<file path="config.mk">
export PLATFORM = sky130hd
export DESIGN_NAME = card_cmd_seq
export DESIGN_NICKNAME = d
export VERILOG_FILES = /design/src/rtl/card_cmd_seq.sv
export SDC_FILE = /design/constraint.sdc
export NUM_CORES = 1
export LEC_CHECK = 0
export BUFFER_PORTS_ARGS = -buffer_cell sky130_fd_sc_hd__buf_4
export CAP_MARGIN = 20
export CORE_MARGIN = 1
export CORE_UTILIZATION = 40
export CTS_CLUSTER_SIZE = 40
export DETAILED_ROUTE_END_ITERATION = 7
export PLACE_DENSITY = 0.65
export SLEW_MARGIN = 15
export SYNTH_ARGS = -nofsm -noshare
export SYNTH_HDL_FRONTEND = slang
export SYNTH_SLANG_ARGS = --single-unit
</file>
<file path="constraint.sdc">
create_clock -name clk -period 8.8 [get_ports clk]
set_clock_uncertainty 0.15 [all_clocks]
set_input_delay 1.32 -clock clk [delete_from_list [all_inputs] [get_ports clk]]
set_output_delay 1.32 -clock clk [all_outputs]
set_load 0.01 [all_outputs]
</file>
<file path="src/rtl/card_cmd_seq.sv">
module card_cmd_seq #(
  parameter int BLEN_W    = 12,
  parameter int BCNT_W    = 16,
  parameter int RQ_DEPTH  = 9,
  parameter int RSP_BYTES = 16
) (
  input  logic                         clk,
  input  logic                         rst_n,
  input  logic                         host_wr,
  input  logic                         host_rd,
  input  logic [3:0]                   host_addr,
  input  logic [15:0]                  host_wdata,
  output logic [15:0]                  host_rdata,
  output logic                         req_valid,
  input  logic                         req_ready,
  output logic [5:0]                   req_cmd,
  output logic [31:0]                  req_arg,
  input  logic                         rsp_valid,
  output logic                         rsp_ready,
  input  logic [$clog2(RSP_BYTES+1)-1:0] rsp_len,
  input  logic [RSP_BYTES*8-1:0]       rsp_data,
  output logic                         xfer_active,
  output logic [BLEN_W+BCNT_W-1:0]     xfer_bytes
);
  localparam int LEN_W = $clog2(RSP_BYTES+1);
  localparam int IDX_W = $clog2(RQ_DEPTH+1);
  localparam int XB_W  = BLEN_W + BCNT_W;

  localparam logic [3:0] A_CTRL = 4'd0, A_CLK = 4'd1, A_CMD = 4'd2, A_ARGH = 4'd3,
                         A_ARGL = 4'd4, A_STAT = 4'd5, A_RESP = 4'd6, A_IRQ = 4'd7,
                         A_BLEN = 4'd8, A_BCNT = 4'd9;

  typedef enum logic [1:0] {S_IDLE, S_REQ, S_WAIT} st_t;

  st_t                st;
  logic [13:0]        ctrl;
  logic [5:0]         cmd;
  logic [15:0]        arg_hi, arg_lo;
  logic [BLEN_W-1:0]  blen;
  logic [BCNT_W-1:0]  bcnt;
  logic               clk_en, pending, active, f_tout, f_done, irq_end;
  logic [15:0]        rq [RQ_DEPTH];
  logic [IDX_W-1:0]   ridx;
  logic [XB_W-1:0]    xb;

  wire wr_ctrl  = host_wr && host_addr == A_CTRL;
  wire wr_clk   = host_wr && host_addr == A_CLK;
  wire wr_irq   = host_wr && host_addr == A_IRQ;
  wire rd_resp  = host_rd && host_addr == A_RESP;
  wire idle     = st == S_IDLE;
  wire busy     = !idle;
  wire launch_w = wr_ctrl && !host_wdata[10] && clk_en && idle;
  wire launch_c = wr_clk && host_wdata[1] && pending && !ctrl[10] && idle;
  wire launch   = launch_w || launch_c;
  wire rsp_hs   = rsp_valid && rsp_ready;

  wire [LEN_W-1:0] need = (ctrl[1:0] == 2'd0) ? '0 :
                          (ctrl[1:0] == 2'd2) ? LEN_W'(RSP_BYTES) : LEN_W'(4);
  wire rsp_ok = rsp_len >= need;

  wire [15:0] status = {2'b00, f_done, 4'b0000, clk_en, 6'b000000, f_tout, 1'b0};

  function automatic logic [7:0] byte_at(input int i);
    if (i < int'(rsp_len) && i < RSP_BYTES) return rsp_data[8*(i % RSP_BYTES) +: 8];
    return 8'h00;
  endfunction

  always_ff @(posedge clk) begin
    if (!rst_n) begin
      st      <= S_IDLE;
      ctrl    <= '0;
      cmd     <= '0;
      arg_hi  <= '0;
      arg_lo  <= '0;
      blen    <= '0;
      bcnt    <= '0;
      clk_en  <= 1'b0;
      pending <= 1'b0;
      active  <= 1'b0;
      f_tout  <= 1'b0;
      f_done  <= 1'b0;
      irq_end <= 1'b0;
      ridx    <= '0;
      xb      <= '0;
      for (int k = 0; k < RQ_DEPTH; k++) rq[k] <= '0;
    end else begin
      case (st)
        S_IDLE:  if (launch) st <= S_REQ;
        S_REQ:   if (req_ready) st <= S_WAIT;
        default: if (rsp_valid) st <= S_IDLE;
      endcase

      if (wr_ctrl) ctrl <= host_wdata[13:0];
      if (host_wr && host_addr == A_CMD)  cmd    <= host_wdata[5:0];
      if (host_wr && host_addr == A_ARGH) arg_hi <= host_wdata;
      if (host_wr && host_addr == A_ARGL) arg_lo <= host_wdata;
      if (host_wr && host_addr == A_BLEN) blen   <= host_wdata[BLEN_W-1:0];
      if (host_wr && host_addr == A_BCNT) bcnt   <= host_wdata[BCNT_W-1:0];

      if (launch)       pending <= 1'b0;
      else if (wr_ctrl) pending <= 1'b1;

      if (wr_clk) begin
        if (host_wdata[0])      clk_en <= 1'b0;
        else if (host_wdata[1]) clk_en <= 1'b1;
      end

      if ((wr_ctrl && !host_wdata[10]) || launch_c) begin
        f_tout <= 1'b0;
        f_done <= 1'b0;
      end

      if (rsp_hs) begin
        active  <= rsp_ok && ctrl[2] && clk_en;
        irq_end <= 1'b1;
        if (rsp_ok) begin
          f_done <= 1'b1;
          ridx   <= '0;
          if (ctrl[2]) xb <= XB_W'(bcnt) * XB_W'(blen);
        end else begin
          f_tout <= 1'b1;
        end
        for (int k = 0; k < RQ_DEPTH; k++)
          rq[k] <= rsp_ok ? {byte_at(2*k+1), byte_at(2*k)} : 16'h0000;
      end else if (rd_resp && ridx < IDX_W'(RQ_DEPTH)) begin
        ridx <= ridx + 1'b1;
      end

      if (wr_irq && host_wdata[2] && !rsp_hs) irq_end <= 1'b0;
      if (wr_ctrl || (wr_clk && host_wdata[0])) active <= 1'b0;
    end
  end

  always_ff @(posedge clk) begin
    if (!rst_n) host_rdata <= '0;
    else if (host_rd) begin
      case (host_addr)
        A_CTRL:  host_rdata <= {2'b00, ctrl};
        A_CMD:   host_rdata <= {10'd0, cmd} | 16'h0040;
        A_ARGH:  host_rdata <= arg_hi;
        A_ARGL:  host_rdata <= arg_lo;
        A_STAT:  host_rdata <= status;
        A_RESP:  host_rdata <= (ridx < IDX_W'(RQ_DEPTH)) ? rq[ridx] : 16'h0000;
        A_IRQ:   host_rdata <= {13'd0, irq_end, 2'b00};
        A_BLEN:  host_rdata <= 16'(blen);
        A_BCNT:  host_rdata <= 16'(bcnt);
        default: host_rdata <= 16'h0000;
      endcase
    end
  end

  assign req_valid   = st == S_REQ;
  assign rsp_ready   = st == S_WAIT;
  assign req_cmd     = cmd;
  assign req_arg     = {arg_hi, arg_lo};
  assign xfer_active = active;
  assign xfer_bytes  = xb;
endmodule

</file>
# == After elaboration in Yosys (flattened, before gate mapping) ==
# Memories as Yosys holds them, arrays and structs flattened. A register that Yosys moved wholly into a read port is not among the register bits.
# Cells that the tools add are included.
# op_classes
add_sub_neg,1
multipliers,1
order_cmp,18
n_eq_ne,15
mux,154
bitwise,10
reduce_logical,42
# ops
cell,count
$mux 8,64
$mux 16,18
$pmux 16 s9,1
$mux 1,60
$lt 4x5->1 const A,8
$mul 16x12->28,1
$logic_and 1x1->1,23
$lt 3x5->1 const A,4
$mux 4,5
$eq 4x3->1 const B,4
$lt 1x5->1 const A,2
$lt 2x5->1 const A,2
$mux 5,2
$or 1x1->1,9
$eq 4x2->1 const B,2
$eq 4x4->1 const B,2
$mux 2,3
$ne 2x1->1 const B,3
$reduce_and 3->1,2
$reduce_or 2->1,3
$ge 5x5->1,1
$add 4x1->4 const B,1
$eq 2x2->1 const B,2
$eq 4x1->1 const B,1
other kinds (11),18
# totals
ff_bits,136
ram_bits,144
input_bits,159
out_inout_bits,85
n_memories,1
# mem_list
memory,depth,width,rd,rd_clocked_by_memory_dff,write_ports,line,rtl
rq,9,16,1,1,9,42,logic [15:0] rq [RQ_DEPTH];

# == Logic depth before layout (Yosys ltp) ==
# Gate-level depths: netlist of run 1.
# logic_depth
depth_word,10
ltp_mapped,21

# == Worst setup path before layout of run 1 ==
# No wires, ideal clock.
# synth_timing
path_kind,register to register
start,register blen[3]
end,"register xb[27], in the netlist xfer_bytes[27]"
t_arrival_ns,5.248
t_required_ns,8.571
setup_slack_ns,3.324
path_stages_with_launch,20
period_less_slack_ns,5.476
cell_sequence,dfxtp_1 -> clkbuf_1 -> clkbuf_1 -> nand2_1 -> fa_1 -> fa_1 -> inv_1 -> fa_1 -> fa_1 -> inv_1 -> fa_1 -> inv_1 -> ha_1 -> clkbuf_1 -> a21o_1 -> a31o_2 -> a31oi_1 -> a2111oi_0 -> or3_1 -> o211ai_1
# synth_via
elab_chain_cells,1
# synth_rtl
item,line,rtl
"start, declared",39,logic [BLEN_W-1:0] blen;
"start signal, assigned",97,if (host_wr && host_addr == A_BLEN) blen <= host_wdata[BLEN_W-1:0];
$mul 16x12->28,119,if (ctrl[2]) xb <= XB_W'(bcnt) * XB_W'(blen);
"end signal, assigned",119,
"end, declared",44,logic [XB_W-1:0] xb;
# Every way passes these cells.
# A chain may end at the register's enable or synchronous reset.

# == Worst setup path after layout of run 1 ==
# layout_timing
start,register blen[5]
end,"register xb[18], in the netlist xfer_bytes[18]"
# Same word-level chain as after synthesis.

==> impl_results.md, run 1 <==
- Synth Area in Compound Gates: just over 10%
- Vias per cell: about 5.3
- Post_cts resized: 0
- Final Setup Violations: 0
- Max FO, Critical Path: 18
- Crit path time final: 5.86 ns
- First-pass GRT wire length: ~80000 um
- Final Max Slew Viols: 0
- Cts hold-fix bufs: 0
- Site Rows: 76
- Final WL: about 50000 um
- Commonest cells post-synth: nand2_1, and2_1, inv_1
- Initial DRT Pass Iterations: 5
- Leading area contributor after synthesis: edfxtp_1
- Mapped Cells: 1854
- Cell mode on critical path: fa_1
- Clock slew at reported path FFs: 0.07 ns
- Ports: roughly 240
- Layout area overhead: 18.1%
- PwrDens: approximately 130 mW/mm2
- Global route overflow: 0
- Pre-CTS WS: between 2 and 3 ns
- Ys flop type: dfxtp_1
- Outcome: finished clean
- CTS tree: built
- Clk sinks: between 200 and 300
- ANT nets after route: 0
- HPWL Detailed: 37800 um
- Core Footprint: about 0.043 mm2
- Worst Path Arrival: roughly 6.2 ns
- Share of post-route cells with drive strength above 1: around 17%
- Mux cell area share after synthesis: 5.06%
- RSZ-0062 raised after global routing: no
- Adder-cell share of the synthesized area: about a fifth
- Min-delay src: xfer_bytes[0]
- Skew-Pair Late Insertion Delay: 0.60 ns
- Synth async-reset ratio: 0%
- Total CTS buffers: 29
- WL/cell: about 19 um
- Slowest CP cell: dfxtp_1
- Largest net degree at the start of global routing: approximately 100
- Worst min path class: reg2reg
- CP bufs+invs: 3
- CP Capture Type: flop
- Top post-synthesis cells by area: edfxtp_1, dfxtp_1, fa_1
- Root Buffer: clkbuf_16
- Register area share after synthesis: approximately 37%
- Worst slew pin tran: between 1 and 1.5 ns
- Slowest stage delay, CP: between 0.7 and 0.8 ns
- Net count after synthesis: ~2200
- Worst Path Required: around 9.2 ns
- Final core utilization: approximately half
- Post-layout net count: approximately 2400
- Synth Area in XOR/XNOR: less than 1%
- Initial antenna violation count: 1
- Count leader, synth: nand2_1
- Post-route DRC: 0
- Hold Vio Cnt, Final: 0
- Post-CTS Setup Bufs: 0
- Mean cell area of the mapped netlist: 9.60 um2
- Top cell type's share of synthesized area: between 20% and 30%
- Worst Setup Start Kind: flop
- Max Cap Violations: 0
- Routability cong.: about 0.87
- H-tree depth: 1
- CP Class: reg2reg
- Max Fclk: between 150 and 200 MHz
- Synth Warn #: 0
- Die width: around 210 um
- DRT iter0 DRCs: ~940
- Vias in the first global route: between 10000 and 15000
- Die height: 213 um
- Synth Cell Area: 0.0178 mm2
- Post-Place Cells: between 2000 and 3000
- Setup Total Neg Slack: 0 ns
- Crit path from: blen[5]
- Post-synth EDFFs: ~130
- Peak supply drop: ~0.16 mV
- Rel. slew slack: around a quarter
- Via count: approximately 14000
- Synth Register Bits: around 270
- Crit-path cells: nand2_1 -> fa_1 -> fa_1 -> inv_1 -> ha_1 -> fa_1 -> inv_1 -> fa_1 -> inv_1 -> ha_1 -> o2111ai_1 -> a2111oi_4 -> o211ai_1 -> a2111oi_0 -> a311o_1
- Worst R2R Start: blen[5]
- Crit share post-route: roughly two thirds
- Fin worst setup slack: roughly 2.9 ns
- IO Port Bufs: ~240
- Crit path max-delay family: adder cells
- Post-synth cell types: 66
- Initial Utilization: 41.0%
- Global Route Usage Sum: between 20 and 25%
- Finished Layout Cells: 2636
- Simple-Gate Fraction of Synth Area: 19.7%
- Die Area: 0.0454 mm2
- Static Leak: roughly 0.009 uW
- Fillers: ~4100
- Largest family of logic cells by synthesized area: adder cells
- Maximum clock path buffer count: 3
- Hold WS: a little over 0.3 ns
==> final cells by class <==
type | instances | area (um2) | share of cell area (%)
Antenna cell | 1 | 2.50 | 0.0119
Clock buffer | 36 | 793 | 3.77
Clock inverter | 18 | 189 | 0.899
Inverter | 195 | 734 | 3.49
Multi-Input combinational cell | 1279 | 10000 | 47.6
Sequential cell | 268 | 6650 | 31.6
Tap cell | 585 | 732 | 3.48
Timing Repair Buffer | 254 | 1910 | 9.07
==> worst register-to-register path: cells and delay by family (launching register included) <==
kind | cells | cell delay, ns
and+or+nand+nor | 1 | 0.18
DFF | 1 | 0.77
AOI/OAI and AO/OA | 5 | 1.68
buffers and inverters | 3 | 0.15
adders and majority gates | 6 | 2.88
==> sequential cells by signal, indices dropped and copies added (netlist names), named ones only <==
| name | flops |
|---|---|
| rq | 128 |
| f_done | 1 |
| clk_en | 1 |
| pending | 1 |
| bcnt | 16 |
| arg_lo | 16 |
| irq_end | 1 |
| req_cmd | 6 |
| host_rdata | 16 |
| ctrl | 14 |
| ridx | 4 |
| blen | 12 |
| xfer_active | 1 |
| f_tout | 1 |
| arg_hi | 16 |
| st | 2 |
| xfer_bytes | 28 |
==> kinds of logic after synthesis <==
| kind of cell | count (synthesis) |
|---|---|
| adder cells (fa/ha/maj) | 210 |
| flip-flops | 268 |
| buffers and inverters | 307 |
| AND/OR/NAND/NOR | 718 |
| multiplexers | 50 |
| AO/OA/AOI/OAI | 292 |
| XOR/XNOR | 9 |
==> placed cells by master (no fill, tap or decap), types with 5 or more instances in the layout <==
master	count
inv_1	194
a222oi_1	8
or3_1	8
buf_4	254
dfxtp_1	139
a31oi_1	11
o21ai_0	29
nand3_1	57
and2_1	200
nor3_1	14
and3_1	9
nand3b_1	8
o211ai_1	10
xnor2_1	7
clkbuf_16	30
nor2_1	52
a21o_1	10
o21ai_1	7
mux4_2	32
fa_1	140
a21oi_2	5
ha_1	70
o31ai_1	7
a21oi_1	147
edfxtp_1	128
nand2b_1	16
a22oi_1	23
nor2b_1	15
mux2i_1	18
nand2_1	317
==> routing by layer <==
metal / up-vias / wire [um] / GRT usage [%]
li1: 6522 / - / -
met1: 6865 / 20100 / 28.5
met2: 485 / 25700 / 39.2
met3: 68 / 3560 / 4.12
met4: 0 / 954 / 5.66
met5: - / 0 / 0
==> report_power, final <==
group	total [uW]	switching, uW	internal, uW
registers	1350	17.8	1330
clock network	1270	538	732
logic	156	84.1	71.8
==> final timing paths <==
check | to | cells past startpoint | slack (ns)
max | xfer_bytes[18] | 15 | 2.94
min reg2reg | xfer_bytes[0] | 2 | 0.31
min | xfer_bytes[0] | 2 | 0.31
max reg2reg | xfer_bytes[18] | 15 | 2.94
==> per-stage QoR <==
stage | instance area, um2 | total power, uW
2_1_floorplan | 17800 | 1430
3_3_place_gp | 20000 | 1530
3_5_place_dp | 20000 | 1530
4_1_cts | 21000 | 2790
5_1_grt | 21000 | 2850
6_report | 21000 | 2770
(Power assumes the default switching activity.)
==> run 2: changes to the inputs <==
--- a/config.mk
+++ b/config.mk
@@ -11,7 +11,7 @@
 export CORE_UTILIZATION = 40
 export CTS_CLUSTER_SIZE = 40
 export DETAILED_ROUTE_END_ITERATION = 7
-export PLACE_DENSITY = 0.65
+export PLACE_DENSITY = 0.67
 export SLEW_MARGIN = 15
 export SYNTH_ARGS = -nofsm -noshare
 export SYNTH_HDL_FRONTEND = slang
==> constraint.sdc (replaced) <==
create_clock -name clk -period 4.9 [get_ports clk]
set_clock_uncertainty 0.15 [all_clocks]
set_input_delay 0.735 -clock clk [delete_from_list [all_inputs] [get_ports clk]]
set_output_delay 0.735 -clock clk [all_outputs]
set_load 0.01 [all_outputs]
==> run 2 against run 1 <==
Compared with the run above:
- the run now ends with negative setup slack left
- sequential power is 78% higher
- highest routed layer unchanged
- final cell count is 6.5% higher
- via count is 5.6% higher
- utilization is 4.9 points higher
- design area is 10% higher
- largest cell class unchanged
- wire length is 4.0% higher
- critical path depth is 3 higher
==> impl_results.md, run 2 (synthesized netlist as in run 1, its figures left out) <==
- Post-layout net count: 2568 (was 2396)
- Largest net degree at the start of global routing: 100 (was 104)
- Peak supply drop: 0.238 mV (was 0.158 mV)
- Fin worst setup slack: -0.125 ns (was 2.94 ns)
- Rel. slew slack: 29.3% (was 25.4%)
- Final Setup Violations: 12 (was 0)
- Share of post-route cells with drive strength above 1: 29.2% (was 17.2%)
- Ports: 244 (unchanged)
- Die width: 213 um (unchanged)
- FF/Latch Area: 0.00671 mm2 (was 0.00665 mm2)
- Skew-Pair Late Insertion Delay: 0.59 ns (was 0.60 ns)
- Via count: 14700 (was 13900)
- Worst Setup Start Kind: flop (unchanged)
- Register bank with the most flops: rq (unchanged)
- Global Route Usage Sum: 23.1% (was 22.5%)
- Most frequent cells in the layout: buf_4, nand2_1, and2_1, inv_1, a21oi_1 (was nand2_1, buf_4, and2_1, inv_1, a21oi_1)
- Vias in the first global route: 15100 (was 14300)
- DP Area: 0.0212 mm2 (was 0.0200 mm2)
- CTS tree: built (unchanged)
- DRT iter0 DRCs: 973 (was 935)
- Clk sinks: 268 (unchanged)
- Final WL: 52300 um (was 50300 um)
- Cts hold-fix bufs: 0 (unchanged)
- Initial DRT Pass Iterations: 8 (was 5)
- Final Cell Area: 0.0231 mm2 (was 0.0210 mm2)
- Initial Utilization: 41.0% (unchanged)
- Initial antenna violation count: 2 (was 1)
- Crit path time final: 5.03 ns (was 5.86 ns)
- Hold Vio Cnt, Final: 0 (unchanged)
- Total CTS buffers: 28 (was 29)
- Die height: 213 um (unchanged)
- Largest register FFs: 128 (unchanged)
- Max Fclk: 199 MHz (was 171 MHz)
- WL/cell: 18.6 um (was 19.1 um)
- Worst R2R Start: blen[8] (was blen[5])
- First-pass GRT wire length: 81300 um (was 78800 um)
- Failing checks: negative setup slack
- CP Capture Type: flop (unchanged)
- Maximum clock path buffer count: 3 (unchanged)
- Hold WS: 0.277 ns (was 0.306 ns)
- CP Class: reg2reg (unchanged)
- Site Rows: 76 (unchanged)
- Vias per cell: 5.24 (was 5.29)
- H-tree depth: 1 (unchanged)
- RSZ-0062 raised after global routing: yes (was no)
- Max Cap Violations: 0 (unchanged)
- Worst min path class: in2reg (was reg2reg)
- Clock slew at reported path FFs: 0.07 ns (about the same)
- Area of the multi-input gates: 0.0107 mm2 (was 0.0100 mm2)
- Worst slew pin tran: 1.06 ns (was 1.12 ns)
- Finished Layout Cells: 2808 (was 2636)
- Root Buffer: clkbuf_16 (unchanged)
- HPWL Detailed: 39900 um (was 37800 um)
- Crit share post-route: 103% (was 66.5%)
- Die Area: 0.0454 mm2 (unchanged)
- Worst Path Required: 5.25 ns (was 9.18 ns)
- ANT nets after route: 0 (unchanged)
- Core Footprint: 0.0435 mm2 (unchanged)
- Routability cong.: 0.879 (was 0.869)
- Static Leak: 0.00983 uW (was 0.00889 uW)
- Min-delay src: rsp_data[36] (was xfer_bytes[0])
- Outcome: complete, but fails checks (was finished clean)
- PwrDens: 210 mW/mm2 (was 132 mW/mm2)
- Max FO, Critical Path: 7 (was 18)
- Layout area overhead: 29.9% (was 18.1%)
- Most common cell after layout, fill and taps aside: buf_4 (was nand2_1)
- Post-route DRC: 0 (unchanged)
- Post-Place Cells: 2719 (was 2581)
- Fillers: 3853 (was 4120)
- IO Port Bufs: 243 (unchanged)
- Final Max Slew Viols: 0 (unchanged)
- Global route overflow: 0 (unchanged)
- Crit path from: blen[8] (was blen[5])
- Worst Path Arrival: 5.37 ns (was 6.24 ns)
## run 2: cell count changes in the layout (fill, tap and decap cells not counted), sizes merged
cell | previous run | this run
buf | 254 | 426
clkinv | 6 | 15
inv | 199 | 194
clkbuf | 36 | 33
clkinvlp | 5 | 3
diode | 1 | 2
## run 2: worst paths after layout
path	cells past startpoint	endpoint	slack [ns]
worst max-delay path	18	xfer_bytes[22]	-0.13
worst min register to register	2	ctrl[5]	0.31
worst max register to register	18	xfer_bytes[22]	-0.13
worst min-delay path	2	rq[2][4]	0.28
## run 2: metrics by stage
step / worst slack (ns) / power (uW) / util (%) / setup TNS (ns)
2_1_floorplan: -0.135 / 2580 / - / -0.305
3_3_place_gp: -0.379 / 2750 / 48.9 / -4.48
3_5_place_dp: -0.419 / 2760 / 48.9 / -5.28
4_1_cts: -0.149 / 4860 / 52.2 / -1.33
5_1_grt: -0.271 / 4980 / 53.2 / -2.86
6_report: -0.125 / 4850 / 53.2 / -0.736
## run 2: timing repair
item,in CTS,in global routing
gates resized for setup,89,91
pin swaps,53,67
endpoints found under the setup margin,19,19
setup buffers,25,12
## run 2: area by class of cell
type                            instances  share of cell area, %
Clock buffer                           32                   3.09
Timing Repair Buffer                  427                   14.6
Sequential cell                       268                   29.0
Tap cell                              585                   3.16
Multi-Input combinational cell       1279                   46.0
Clock inverter                         20                  0.882
Antenna cell                            2                 0.0216
Inverter                              195                   3.17
## run 2: worst max-delay path, cell delays in order, from the launching register on
cell,delay [ns]
dfxtp_4,0.37
buf_12,0.13
and2_4,0.15
fa_1,0.50
inv_2,0.04
fa_1,0.54
inv_1,0.05
fa_2,0.43
fa_1,0.49
inv_1,0.05
fa_1,0.50
inv_2,0.05
ha_4,0.23
a21o_1,0.22
a31oi_4,0.21
o21ai_4,0.12
o2111a_1,0.27
or3_1,0.37
nand3_1,0.08
## run 2: layer usage
layer | track usage, % | vias up | routed length (um) | share of wire, %
met5 | 0 | - | 0 | 0
met4 | 7.76 | 0 | 1670 | 3.2
met3 | 4.02 | 97 | 3460 | 6.6
met2 | 39.9 | 500 | 26300 | 50
met1 | 29.0 | 7252 | 20800 | 40
li1 | - | 6870 | - | -
## run 2: where the power goes
group	switching, uW	internal (uW)	leakage, uW
registers	23.8	2380	0.00247
clock network	927	1210	0.000437
logic	164	146	0.00692
total	1120	3740	0.00983
